[config.mk]
export PLATFORM = sky130hd
export DESIGN_NAME = updown_tc_counter
export DESIGN_NICKNAME = d
export VERILOG_FILES = /design/src/rtl/tc_counter_pkg.sv /design/src/rtl/clk_edge_sync.sv /design/src/rtl/count_core.sv /design/src/rtl/term_count_gen.sv /design/src/rtl/updown_tc_counter.sv
export SDC_FILE = /design/constraint.sdc
export NUM_CORES = 1
export LEC_CHECK = 0
export ABC_CLOCK_PERIOD_IN_PS = 3000
export CORE_AREA = 2 2 39 41
export CTS_CLUSTER_DIAMETER = 150
export CTS_CLUSTER_SIZE = 8
export DETAILED_ROUTE_END_ITERATION = 10
export DIE_AREA = 0 0 41 43
export PLACE_DENSITY = 0.71
export SETUP_SLACK_MARGIN = 0.02
export SLEW_MARGIN = 20
export SYNTH_ARGS = -nofsm -noshare
export SYNTH_HDL_FRONTEND = slang
export SYNTH_SLANG_ARGS = --single-unit
[constraint.sdc]
create_clock -name clk -period 3 [get_ports clk]
set_clock_uncertainty 0.05 [all_clocks]
set_input_delay 0.6 -clock clk [delete_from_list [all_inputs] [get_ports clk]]
set_output_delay 0.6 -clock clk [all_outputs]
set_load 0.005 [all_outputs]
[src/rtl/tc_counter_pkg.sv]
package tc_counter_pkg;
   typedef enum logic {
      MODE_BIN = 1'b0,
      MODE_DEC = 1'b1
   } count_mode_e;

   localparam int DEC_LAST = 9;
endpackage

[src/rtl/clk_edge_sync.sv]
module clk_edge_sync #(
   parameter int STAGES = 2
) (
   input  logic clk,
   input  logic rst_n,
   input  logic async_i,
   output logic level_o,
   output logic rise_o
);
   if (STAGES < 2) begin : g_bad_stages
      $error("clk_edge_sync: STAGES must be at least 2");
   end

   logic [STAGES-1:0] chain_q;
   logic              last_q;

   always_ff @(posedge clk or negedge rst_n) begin
      if (!rst_n) begin
         chain_q <= '1;
         last_q  <= 1'b1;
      end else begin
         chain_q <= {chain_q[STAGES-2:0], async_i};
         last_q  <= chain_q[STAGES-1];
      end
   end

   assign level_o = chain_q[STAGES-1];
   assign rise_o  = chain_q[STAGES-1] & ~last_q;

   assert_single_rise_R9: assert property (@(posedge clk) disable iff (!rst_n)
      rise_o |=> !rise_o);
endmodule

[src/rtl/count_core.sv]
module count_core #(
   parameter int                          CNT_W = 4,
   parameter tc_counter_pkg::count_mode_e MODE  = tc_counter_pkg::MODE_BIN
) (
   input  logic             clk,
   input  logic             rst_n,
   input  logic             up_rise,
   input  logic             up_lvl,
   input  logic             dn_rise,
   input  logic             dn_lvl,
   input  logic             load_n,
   input  logic             clear,
   input  logic [CNT_W-1:0] preset,
   output logic [CNT_W-1:0] cnt
);
   localparam logic [CNT_W-1:0] ONE = CNT_W'(1);

   logic [CNT_W-1:0] nxt_up, nxt_dn;
   logic             inc, dec;

   assign inc = up_rise & dn_lvl & ~dn_rise;
   assign dec = dn_rise & up_lvl & ~up_rise;

   if (MODE == tc_counter_pkg::MODE_DEC) begin : g_decade
      localparam logic [CNT_W-1:0] LAST = CNT_W'(tc_counter_pkg::DEC_LAST);
      always_comb begin
         nxt_up = (cnt >= LAST) ? '0 : cnt + ONE;
         nxt_dn = (cnt == '0 || cnt > LAST) ? LAST : cnt - ONE;
      end
      assert_decade_range_R8: assert property (@(posedge clk) disable iff (!rst_n)
         (cnt <= LAST && load_n) |=> cnt <= LAST);
   end else begin : g_binary
      always_comb begin
         nxt_up = cnt + ONE;
         nxt_dn = cnt - ONE;
      end
   end

   always_ff @(posedge clk or negedge rst_n) begin
      if (!rst_n)       cnt <= '0;
      else if (clear)   cnt <= '0;
      else if (!load_n) cnt <= preset;
      else if (inc)     cnt <= nxt_up;
      else if (dec)     cnt <= nxt_dn;
   end

   assert_clear_zero_R5: assert property (@(posedge clk) disable iff (!rst_n)
      clear |=> cnt == '0);
   assert_load_follow_R4: assert property (@(posedge clk) disable iff (!rst_n)
      (!load_n && !clear) |=> cnt == $past(preset));
   assert_idle_hold_R3: assert property (@(posedge clk) disable iff (!rst_n)
      (load_n && !clear && !inc && !dec) |=> $stable(cnt));
endmodule

[src/rtl/term_count_gen.sv]
module term_count_gen #(
   parameter int                          CNT_W = 4,
   parameter tc_counter_pkg::count_mode_e MODE  = tc_counter_pkg::MODE_BIN
) (
   input  logic             clk,
   input  logic             rst_n,
   input  logic [CNT_W-1:0] cnt,
   input  logic             up_lvl,
   input  logic             dn_lvl,
   output logic             carry_n,
   output logic             borrow_n
);
   localparam logic [CNT_W-1:0] TOP_VAL = (MODE == tc_counter_pkg::MODE_DEC)
                                        ? CNT_W'(tc_counter_pkg::DEC_LAST) : '1;

   assign carry_n  = ~(~up_lvl & (cnt == TOP_VAL));
   assign borrow_n = ~(~dn_lvl & (cnt == '0));

   assert_carry_fall_R6: assert property (@(posedge clk) disable iff (!rst_n)
      $fell(carry_n) |-> !up_lvl);
endmodule

[src/rtl/updown_tc_counter.sv]
module updown_tc_counter #(
   parameter int                          CNT_W       = 4,
   parameter int                          SYNC_STAGES = 2,
   parameter tc_counter_pkg::count_mode_e MODE        = tc_counter_pkg::MODE_BIN
) (
   input  logic             clk,
   input  logic             rst_n,
   input  logic             up_clk_i,
   input  logic             dn_clk_i,
   input  logic             load_n_i,
   input  logic             clear_i,
   input  logic [CNT_W-1:0] preset_i,
   output logic [CNT_W-1:0] count_o,
   output logic             carry_n_o,
   output logic             borrow_n_o
);
   if (CNT_W < 2) begin : g_bad_width
      $error("updown_tc_counter: CNT_W must be at least 2");
   end
   if (MODE == tc_counter_pkg::MODE_DEC && CNT_W != 4) begin : g_bad_dec
      $error("updown_tc_counter: decade mode needs CNT_W of 4");
   end

   logic [1:0] lvl, rise;
   logic [1:0] raw_clk;

   assign raw_clk = {dn_clk_i, up_clk_i};

   for (genvar i = 0; i < 2; i++) begin : g_sync
      clk_edge_sync #(.STAGES(SYNC_STAGES)) u_sync (
         .clk     (clk),
         .rst_n   (rst_n),
         .async_i (raw_clk[i]),
         .level_o (lvl[i]),
         .rise_o  (rise[i])
      );
   end

   count_core #(.CNT_W(CNT_W), .MODE(MODE)) u_core (
      .clk     (clk),
      .rst_n   (rst_n),
      .up_rise (rise[0]),
      .up_lvl  (lvl[0]),
      .dn_rise (rise[1]),
      .dn_lvl  (lvl[1]),
      .load_n  (load_n_i),
      .clear   (clear_i),
      .preset  (preset_i),
      .cnt     (count_o)
   );

   term_count_gen #(.CNT_W(CNT_W), .MODE(MODE)) u_tc (
      .clk      (clk),
      .rst_n    (rst_n),
      .cnt      (count_o),
      .up_lvl   (lvl[0]),
      .dn_lvl   (lvl[1]),
      .carry_n  (carry_n_o),
      .borrow_n (borrow_n_o)
   );

   assert_borrow_at_zero_R7: assert property (@(posedge clk) disable iff (!rst_n)
      !borrow_n_o |-> count_o == '0);
   assert_tc_exclusive_R6: assert property (@(posedge clk) disable iff (!rst_n)
      !(!carry_n_o && !borrow_n_o));
endmodule

==> results of run 1 <==
-- metal layers --
metal | track usage [%] | vias to the layer above | part of all wire (%)
met4 | 10.0 | 0 | 2.1
met1 | 18.1 | 195 | 41
li1 | - | 209 | -
met5 | 0 | - | 0
met3 | 4.71 | 2 | 6.5
met2 | 20.0 | 18 | 50
-- power by group through the flow --
stage / clock (mW) / sequential [mW] / combinational [mW]
6_report: 0.122 / 0.157 / 0.0663
5_1_grt: 0.136 / 0.159 / 0.0730
2_1_floorplan: 0 / 0.157 / 0.0357
4_1_cts: 0.124 / 0.157 / 0.0670
3_3_place_gp: 0 / 0.159 / 0.0660
3_5_place_dp: 0 / 0.159 / 0.0663
-- metrics by stage --
stage                     instance area [um^2]  util (%)  worst slack [ns]  power, mW  cells
after floorplan                            547         -             0.889      0.193     46
after global routing                       742      53.6             0.632      0.368     80
after CTS                                  742      53.6             0.729      0.348     80
after global placement                     706      51.0             0.688      0.225     76
final                                      742      53.6             0.749      0.345     80
after detailed placement                   706      51.0             0.688      0.225     76
-- cells in the final DEF (no fill, tap or decap), types with 2 or more instances in the layout --
master,netlist,routed
ha_1,2,2
nand2b_1,2,2
clkdlybuf4s50_1,0,15
xor2_1,2,2
a21o_1,3,3
nor2b_1,2,2
dfstp_2,6,6
a211oi_1,2,2
a21oi_1,2,2
dfrtp_1,4,4
clkbuf_4,0,3
nand2_1,2,2
nor2_1,3,3
-- area by class of cell --
type | count | area [um^2]
clock buffer | 4 | 36.3
fill | 132 | 642
multi-input combinational | 35 | 278
sequential | 10 | 258
tap | 16 | 20.0
timing repair buffer | 15 | 150
-- path summary, 6_finish.rpt --
check | end | slack [ns]
min in group asynchronous | u_core.cnt[0]$_DFFE_PN0P_ | 0.57
min reg2reg | g_sync[0].u_sync.chain_q[1]$_DFF_PN1_ | 0.30
max in group asynchronous | g_sync[0].u_sync.last_q$_DFF_PN1_ | 1.99
max reg2reg | u_core.cnt[3]$_DFFE_PN0P_ | 0.75
min | g_sync[0].u_sync.chain_q[1]$_DFF_PN1_ | 0.30
max | u_core.cnt[3]$_DFFE_PN0P_ | 0.75
-- logic make-up after synthesis --
| kind of cell | after synthesis | synth area share [%] |
|---|---|---|
| and+or+nand+nor | 16 | 16.9 |
| AOI/OAI and AO/OA | 12 | 17.6 |
| DFF | 10 | 47.1 |
| xor gates and xnor gates | 3 | 6.18 |
| adders and majority gates | 3 | 8.24 |
| buffers and inverters | 1 | 2.06 |
| muxes | 1 | 1.83 |
-- registers in the layout (all words and copies together) (netlist names) --
name	cells
g_sync.u_sync.chain_q	4
g_sync.u_sync.last_q	2
u_core.cnt	4
-- critical path, delay by kind of cell, from the launching register on --
| kind | cells | cell delay (ns) |
|---|---|---|
| AOI/OAI and AO/OA | 4 | 0.90 |
| DFF | 1 | 0.55 |
| and+or+nand+nor | 1 | 0.27 |
| adders and majority gates | 1 | 0.37 |
==> results.py, run 1 <==
metrics = {
    "synthesis": {
        "synthTopCellsByArea": "dfstp_2 29%, dfrtp_1 18%, ha_1 4.6%",
        "postSynthCellCount": 46,
        "synthArstFlopShare_pct": 100,
        "ys_types": 27,
        "synth_nets": 59,
        "yosysMostFrequentCell": "dfstp_2",
        "ys_seq_area_share_pct": 47.1,
        "yosysTopAreaCellShare_pct": 28.8,
        "synth_edf_count": 0,
        "synth-main-ff-cell": "dfstp_2",
        "syn_area_per_cell_um2": 11.9,
        "synth_top_area_cell": "dfstp_2",
        "yosys_warnings": 0,
        "ys_ff_latch": 10,
        "syn_area_um2": 547,
        "synth_commonest_cells": "6 x dfstp_2, 4 x dfrtp_1, 3 x a21o_1, 3 x nor2_1",
    },
    "clock_tree": {
        "cts_tree": "done",
        "cts.sinks": 10,
        "postCtsHoldBufs": 0,
        "htree_levels": 1,
        "post-cts-setup-buffer-count": 0,
        "clk_pin_slew_ns": 0.07,
        "root_buffer": "clkbuf_4",
        "clk_latency_ns": 0.27,
        "cts_inserted_buffers": 3,
        "cts_resized": 0,
        "clockBufferDepth": 2,
    },
    "run": {
        "maxCapViolCount": 0,
    },
    "drt": {
        "drc_errors": 0,
        "ant_nets": 0,
        "wirelength_um": 982,
        "drt_iter0_markers": 12,
        "vias": 424,
        "viasPerCell": 5.30,
        "wl_per_cell_um": 12.3,
        "drtPass1Iterations": 4,
    },
    "grt": {
        "antenna_found_initial": 0,
        "grt_use_total_pct": 14.4,
        "grt_max_degree": 11,
        "overflow": 0,
        "grt_pass1_wl_um": 1600,
        "first_global_vias": 393,
    },
    "sta": {
        "tns_ns": 0,
        "setup_violations": 0,
        "post-route-period-util_pct": 75.0,
        "final_max_slew_viol_count": 0,
        "timing.final.hold_violations": 0,
        "timing.slew.headroom_pct": 67.5,
        "min_period_ns": 2.25,
        "rsz0062_at_grt": "no",
        "worst_pin_slew_ns": 0.475,
        "clock.fmax_mhz": 444,
        "hold_ws_ns": 0.298,
    },
    "die": {
        "ioPinCount": 16,
        "start_util_pct": 39.5,
        "core_region_area_mm2": 0.00138,
        "num_rows": 14,
        "die_height_um": 43,
        "die_w_um": 41,
        "dieArea_mm2": 0.00176,
    },
    "power_and_ir_drop": {
        "p_per_area_mw_per_mm2": 464,
        "power.internal_mw": 0.259,
        "p_clk_share_pct": 35.3,
        "p_switching_mw": 0.0855,
        "peakVddDrop_v": 0.000391,
        "p_leak_nw": 0.304,
        "seqPwrFrac_pct": 45.5,
        "comb_power_share_pct": 19.2,
        "swShare_pct": 24.8,
    },
    "status": {
        "status": "finished clean",
    },
    "setup_path": {
        "critPathKind": "register to register",
        "reg2regPathDepth": 6,
        "arrival_ns": 2.36,
        "critical_path.max_fanout": 7,
        "critPathLaunchType": "register",
        "path_cells": "nand4b_1 > ha_1 > a21o_1 > a2111oi_0 > a2111oi_2 > o311a_1",
        "slowest_delay_ns": 0.55,
        "rr_startpoint": "g_sync[0].u_sync.chain_q[1]$_DFF_PN1_",
        "slowest_stage": "dfstp_2",
        "cp-startpoint": "g_sync[0].u_sync.chain_q[1]$_DFF_PN1_",
        "endpoint_kind": "register",
        "required_ns": 3.11,
    },
    "hold_path": {
        "holdCritPathClass": "register to register",
        "holdPathStages": 0,
        "hp-start": "g_sync[0].u_sync.chain_q[0]$_DFF_PN1_",
    },
    "layout": {
        "area_delta_synth_final_pct": 35.7,
        "fin_nets": 78,
        "diodes": 0,
        "drive_gt1_share_pct": 21.9,
    },
    "place": {
        "gp_congestion": 0.752,
        "dp_hpwl_um": 777,
        "portBuffers": 15,
    },
}
Power figures use the tool's default switching activity.
==> run 2: changes to the inputs <==
--- a/config.mk
+++ b/config.mk
@@ -5,13 +5,12 @@
 export SDC_FILE = /design/constraint.sdc
 export NUM_CORES = 1
 export LEC_CHECK = 0
-export ABC_CLOCK_PERIOD_IN_PS = 3000
-export CORE_AREA = 2 2 39 41
+export ABC_CLOCK_PERIOD_IN_PS = 1800
+export CORE_UTILIZATION = 40
 export CTS_CLUSTER_DIAMETER = 150
 export CTS_CLUSTER_SIZE = 8
 export DETAILED_ROUTE_END_ITERATION = 10
-export DIE_AREA = 0 0 41 43
-export PLACE_DENSITY = 0.71
+export PLACE_DENSITY = 0.72
 export SETUP_SLACK_MARGIN = 0.02
 export SLEW_MARGIN = 20
 export SYNTH_ARGS = -nofsm -noshare
==> constraint.sdc (replaced) <==
create_clock -name clk -period 1.8 [get_ports clk]
set_clock_uncertainty 0.05 [all_clocks]
set_input_delay 0.36 -clock clk [delete_from_list [all_inputs] [get_ports clk]]
set_output_delay 0.36 -clock clk [all_outputs]
set_load 0.005 [all_outputs]
==> run 2 against run 1 <==
The run now ends with negative setup slack left. Cell area increased by 13%. Clock-buffer cell count unchanged. Worst hold slack improved by 0.013 ns. Global-route usage increased by 8.0 points. Sequential share of layout area decreased by 4.1 points. Via count increased by 12%. Power increased by 74%. First-iteration DRC count decreased by 92%.
==> results.py, run 2 (same netlist as run 1, synthesis figures left out) <==
metrics = {
    "sta": {
        "worst_pin_slew_ns": 0.416,
        "min_period_ns": 2.05,
        "timing.final.hold_violations": 0,
        "setup_violations": 2,
        "post-route-period-util_pct": 114,
        "final_max_slew_viol_count": 0,
        "tns_ns": -0.330,
        "fin_ws_ns": -0.253,
        "clock.fmax_mhz": 487,
        "timing.slew.headroom_pct": 72.2,
        "rsz0062_at_grt": "yes",
    },
    "layout": {
        "fin_nets": 90,
        "fin_util_pct": 71.0,
        "diodes": 0,
        "final_cell_area_um2": 842,
        "final_common_cell": "clkdlybuf4s50_1",
        "area_delta_synth_final_pct": 54.0,
        "layout_common_cells": "13 x clkdlybuf4s50_1, 12 x buf_4, 6 x dfstp_2, 4 x dfrtp_1",
        "drive_gt1_share_pct": 36.8,
        "largest_registers": "g_sync.u_sync.chain_q: 4 flops, u_core.cnt: 4 flops, g_sync.u_sync.last_q: 2 flops",
    },
    "setup_path": {
        "reg2regPathDepth": 6,
        "reg2reg_setup_slack_ns": -0.25,
        "critPathKind": "register to register",
        "r2r-end": "u_core.cnt[3]$_DFFE_PN0P_",
        "path_cells": "nand4b_1 > ha_1 > a21o_1 > a21o_1 > or4b_1 > o311a_1",
        "worstSetupPathDepth": 6,
        "endpoint_kind": "register",
        "critical_path.max_fanout": 3,
        "slowest_delay_ns": 0.53,
        "cpLargestDelayFamily": "simple AND/OR/NAND/NOR gates",
        "slowest_stage": "dfstp_2",
        "arrival_ns": 2.16,
        "required_ns": 1.91,
        "rr_startpoint": "g_sync[1].u_sync.last_q$_DFF_PN1_",
        "crit_path_frequent_cell": "a21o_1",
        "cp-startpoint": "g_sync[1].u_sync.last_q$_DFF_PN1_",
        "critPathLaunchType": "register",
        "cp_num_buf_inv": 0,
    },
    "hold_path": {
        "hp-start": "g_sync[0].u_sync.chain_q[0]$_DFF_PN1_",
        "holdCritPathClass": "register to register",
        "min_to": "g_sync[0].u_sync.chain_q[1]$_DFF_PN1_",
        "holdPathStages": 0,
    },
    "power_and_ir_drop": {
        "seqPwrFrac_pct": 42.8,
        "report.power.total_mw": 0.600,
        "p_per_area_mw_per_mm2": 713,
        "peakVddDrop_v": 0.000492,
        "comb_power_share_pct": 23.6,
        "swShare_pct": 25.2,
        "power.internal_mw": 0.449,
        "p_clk_share_pct": 33.6,
        "p_leak_nw": 0.363,
        "p_switching_mw": 0.151,
    },
    "grt": {
        "grt_pass1_wl_um": 2110,
        "grt_use_total_pct": 22.4,
        "grt_max_degree": 11,
        "first_global_vias": 488,
        "antenna_found_initial": 0,
        "overflow": 0,
    },
    "drt": {
        "wl_per_cell_um": 13.4,
        "drtPass1Iterations": 2,
        "drt_iter0_markers": 1,
        "viasPerCell": 5.27,
        "wirelength_um": 1210,
        "vias": 474,
        "ant_nets": 0,
        "drc_errors": 0,
    },
    "clock_tree": {
        "root_buffer": "clkbuf_4",
        "htree_levels": 1,
        "cts_inserted_buffers": 3,
        "clk_latency_ns": 0.26,
        "cts_tree": "done",
        "cts.sinks": 10,
        "clk_pin_slew_ns": 0.07,
        "clockBufferDepth": 2,
    },
    "die": {
        "core_region_area_mm2": 0.00119,
        "ioPinCount": 16,
        "dieArea_mm2": 0.00152,
        "die_w_um": 39.0,
        "num_rows": 12,
        "die_height_um": 39.0,
        "start_util_pct": 46.1,
    },
    "run": {
        "maxCapViolCount": 0,
    },
    "status": {
        "violations": "negative setup slack",
        "status": "finished with violations",
    },
    "place": {
        "gp_congestion": 0.745,
        "dp_hpwl_um": 899,
        "dpl_cell_area_um2": 779,
        "portBuffers": 15,
    },
}
## run 2: area by class of cell
cell class | count | area (um^2)
Clock buffer | 4 | 36.3
Fill cell | 85 | 344
Multi-Input combinational cell | 35 | 289
Sequential cell | 10 | 258
Tap cell | 14 | 17.5
Timing Repair Buffer | 27 | 241
## run 2: through the flow
| step | cells | hold WS (ns) | worst slack (ns) |
|---|---|---|---|
| floorplan | 46 | 0.0144 | -0.277 |
| global placement | 84 | 0.296 | -0.184 |
| detailed placement | 84 | 0.300 | -0.296 |
| CTS | 88 | 0.310 | -0.275 |
| global route | 90 | 0.318 | -0.361 |
| finish | 90 | 0.310 | -0.253 |
## run 2: what timing repair did
item                                    in CTS  in global routing
setup buffers                                1                  2
pin swaps                                    4                  3
endpoints found under the setup margin       5                  4
hold buffers                                 0                  0
resized for setup                            2                  2
## run 2: worst register-to-register path: stages (launching register included)
cell and delay, ns:
dfstp_2 0.53, nand4b_1 0.17, ha_1 0.33, a21o_1 0.13
a21o_1 0.17, or4b_1 0.45, o311a_1 0.12
## run 2: worst max path at each step
| stage | endpoint | slack, ns |
|---|---|---|
| 2_1_floorplan | u_core.cnt[3]$_DFFE_PN0P_ | -0.28 |
| 3_3_place_gp | u_core.cnt[3]$_DFFE_PN0P_ | -0.18 |
| 3_5_place_dp | u_core.cnt[3]$_DFFE_PN0P_ | -0.30 |
| 4_1_cts | u_core.cnt[3]$_DFFE_PN0P_ | -0.28 |
| 5_1_grt | u_core.cnt[3]$_DFFE_PN0P_ | -0.36 |
| 6_report | u_core.cnt[3]$_DFFE_PN0P_ | -0.25 |
## run 2: power by group through the flow
stage	combinational [mW]	clock (mW)	sequential, mW
5_1_grt	0.156	0.219	0.259
3_3_place_gp	0.132	0	0.260
3_5_place_dp	0.135	0	0.261
2_1_floorplan	0.0600	0	0.262
4_1_cts	0.139	0.206	0.257
6_report	0.142	0.201	0.257
## run 2: per-layer routing
metal | share of wire, % | GRT usage (%) | vias up | wire [um]
met1 | 43 | 26.4 | 221 | 519
li1 | - | - | 233 | -
met3 | 3.8 | 4.05 | 4 | 46
met4 | 2.7 | 15.5 | 0 | 33
met2 | 50 | 36.3 | 16 | 606
met5 | 0 | 0 | - | 0
==> run 3: changes to the inputs <==
--- a/config.mk
+++ b/config.mk
@@ -6,6 +6,7 @@
 export NUM_CORES = 1
 export LEC_CHECK = 0
 export ABC_CLOCK_PERIOD_IN_PS = 1800
+export CORE_MARGIN = 10
 export CORE_UTILIZATION = 40
 export CTS_CLUSTER_DIAMETER = 150
 export CTS_CLUSTER_SIZE = 8
==> run 3 against run 2 <==
The run still ends with negative setup slack left. Utilization decreased by 6.2 points. Routed wire length increased by 8.9%. Via count grew 2.5%. Cell count increased by 1.1%. Clock-buffer cell count unchanged. Register-to-register slack about the same. Flip-flop and latch count unchanged. Largest power group unchanged. Highest routed layer unchanged.
==> results.py, run 3 (same netlist as run 1, synthesis figures left out) <==
metrics = {
    "clock_tree": {
        "clk_pin_slew_ns": 0.07,
        "cts.sinks": 10,
        "clockBufferDepth": 2,
        "root_buffer": "clkbuf_4",
        "htree_levels": 1,
        "postCtsHoldBufs": 0,
        "cts_inserted_buffers": 3,
        "clk_latency_ns": 0.26,
        "cts_tree": "done",
    },
    "drt": {
        "wirelength_um": 1310,
        "drt_iter0_markers": 3,
        "ant_nets": 0,
        "highest-signal-layer": "met4",
        "drc_errors": 0,
        "drtPass1Iterations": 2,
        "viasPerCell": 5.34,
        "wl_met1_um": 525,
        "vias": 486,
        "wl_met2_um": 657,
        "wl_met3_um": 111,
        "wl_per_cell_um": 14.4,
    },
    "sta": {
        "tns_ns": -0.268,
        "hold_ws_ns": 0.307,
        "worst_pin_slew_ns": 0.439,
        "timing.final.hold_violations": 0,
        "final_max_slew_viol_count": 0,
        "timing.slew.headroom_pct": 70.6,
        "post-route-period-util_pct": 115,
        "clock.fmax_mhz": 485,
        "min_period_ns": 2.06,
        "rsz0062_at_grt": "yes",
        "setup_violations": 2,
        "fin_ws_ns": -0.263,
    },
    "power_and_ir_drop": {
        "p_per_area_mw_per_mm2": 713,
        "p_leak_nw": 0.356,
        "report.power.total_mw": 0.601,
        "peakVddDrop_v": 0.000481,
    },
    "setup_path": {
        "required_ns": 1.96,
        "crit_path_frequent_cell": "a21o_1",
        "critical_path.max_fanout": 3,
        "cpLargestDelayFamily": "compound AO/OA/AOI/OAI gates",
        "endpoint_kind": "register",
        "slowest_stage": "dfstp_2",
        "critPathLaunchType": "register",
        "arrival_ns": 2.22,
        "cp_num_buf_inv": 0,
        "critPathKind": "register to register",
        "slowest_delay_ns": 0.53,
        "path_cells": "nand4b_1 > ha_1 > a21o_1 > a21o_1 > a2111oi_2 > o311a_1",
    },
    "layout": {
        "final_common_cell": "clkdlybuf4s50_1",
        "final_cell_area_um2": 843,
        "instances_no_fill": 91,
        "fin_util_pct": 64.8,
        "drive_gt1_share_pct": 39.5,
        "area_delta_synth_final_pct": 54.2,
        "fin_nets": 90,
        "largest_registers": "g_sync.u_sync.chain_q: 4 flops, u_core.cnt: 4 flops, g_sync.u_sync.last_q: 2 flops",
        "layout_common_cells": "13 x clkdlybuf4s50_1, 12 x buf_4, 6 x dfstp_2",
        "diodes": 0,
    },
    "place": {
        "gp_congestion": 0.771,
        "place_ws_ns": -0.297,
        "dpl_cell_area_um2": 788,
        "placed_cells": 86,
        "dp_hpwl_um": 1070,
        "portBuffers": 15,
    },
    "grt": {
        "first_global_vias": 525,
        "antenna_found_initial": 0,
        "grt_max_degree": 11,
        "grt_pass1_wl_um": 2290,
        "grt_use_total_pct": 8.90,
        "overflow": 0,
    },
    "die": {
        "die_w_um": 57.0,
        "start_util_pct": 42.0,
        "num_rows": 13,
        "die_height_um": 57.0,
        "core_region_area_mm2": 0.00130,
        "dieArea_mm2": 0.00325,
        "ioPinCount": 16,
    },
    "run": {
        "maxCapViolCount": 0,
    },
    "status": {
        "status": "finished with violations",
        "violations": "negative setup slack",
    },
    "hold_path": {
        "holdCritPathClass": "register to register",
    },
}
run 3: cell count changes in the layout (fill, tap and decap cells not counted), sizes merged:
cell and change:
dlymetal6s2s -1, dlygate4sd2 +1
run 3: report_power, final:
part / total [mW] / leakage (nW) / internal (mW) / switching (mW)
clock network: 0.201 / 0.0210 / 0.123 / 0.0779
logic: 0.142 / 0.221 / 0.0827 / 0.0594
registers: 0.258 / 0.114 / 0.244 / 0.0142
total: 0.601 / 0.356 / 0.450 / 0.152
run 3: timing repair:
action                                  in CTS  in global routing
pin swaps                                    2                  3
resized for setup                            6                  0
hold endpoints to repair                     0                  0
setup buffers                                1                  0
endpoints found under the setup margin       5                  4
run 3: worst paths after layout:
| path | startpoint | end | slack, ns | depth (start not counted) |
|---|---|---|---|---|
| min | g_sync[1].u_sync.chain_q[0]$_DFF_PN1_ | g_sync[1].u_sync.chain_q[1]$_DFF_PN1_ | 0.31 | 0 |
| max reg2reg | g_sync[1].u_sync.chain_q[1]$_DFF_PN1_ | u_core.cnt[3]$_DFFE_PN0P_ | -0.26 | 6 |
| min in group asynchronous | rst_n | u_core.cnt[2]$_DFFE_PN0P_ | 0.35 | 1 |
| max | g_sync[1].u_sync.chain_q[1]$_DFF_PN1_ | u_core.cnt[3]$_DFFE_PN0P_ | -0.26 | 6 |
| max in group asynchronous | rst_n | g_sync[1].u_sync.last_q$_DFF_PN1_ | 1.01 | 1 |
| min reg2reg | g_sync[1].u_sync.chain_q[0]$_DFF_PN1_ | g_sync[1].u_sync.chain_q[1]$_DFF_PN1_ | 0.31 | 0 |
run 3: layer usage:
layer  global-route usage [%]  up-vias
met5                        0        -
met4                     5.70        0
met3                     5.31        5
met2                     13.5       17
met1                     9.11      231
li1                         -      233
run 3: cell type report:
| type | instances | area [um^2] |
|---|---|---|
| timing repair buffer | 27 | 238 |
| sequential | 10 | 259 |
| fill | 120 | 458 |
| multi-input combinational | 35 | 292 |
| clock buffer | 4 | 36.3 |
| tap | 15 | 18.8 |
run 3: worst reg2reg max path, delay by kind of cell (launching register included):
kind / cells / cell delay (ns)
compound gates: 4 / 0.93
flops: 1 / 0.53
fa+ha+maj: 1 / 0.33
simple gates: 1 / 0.17
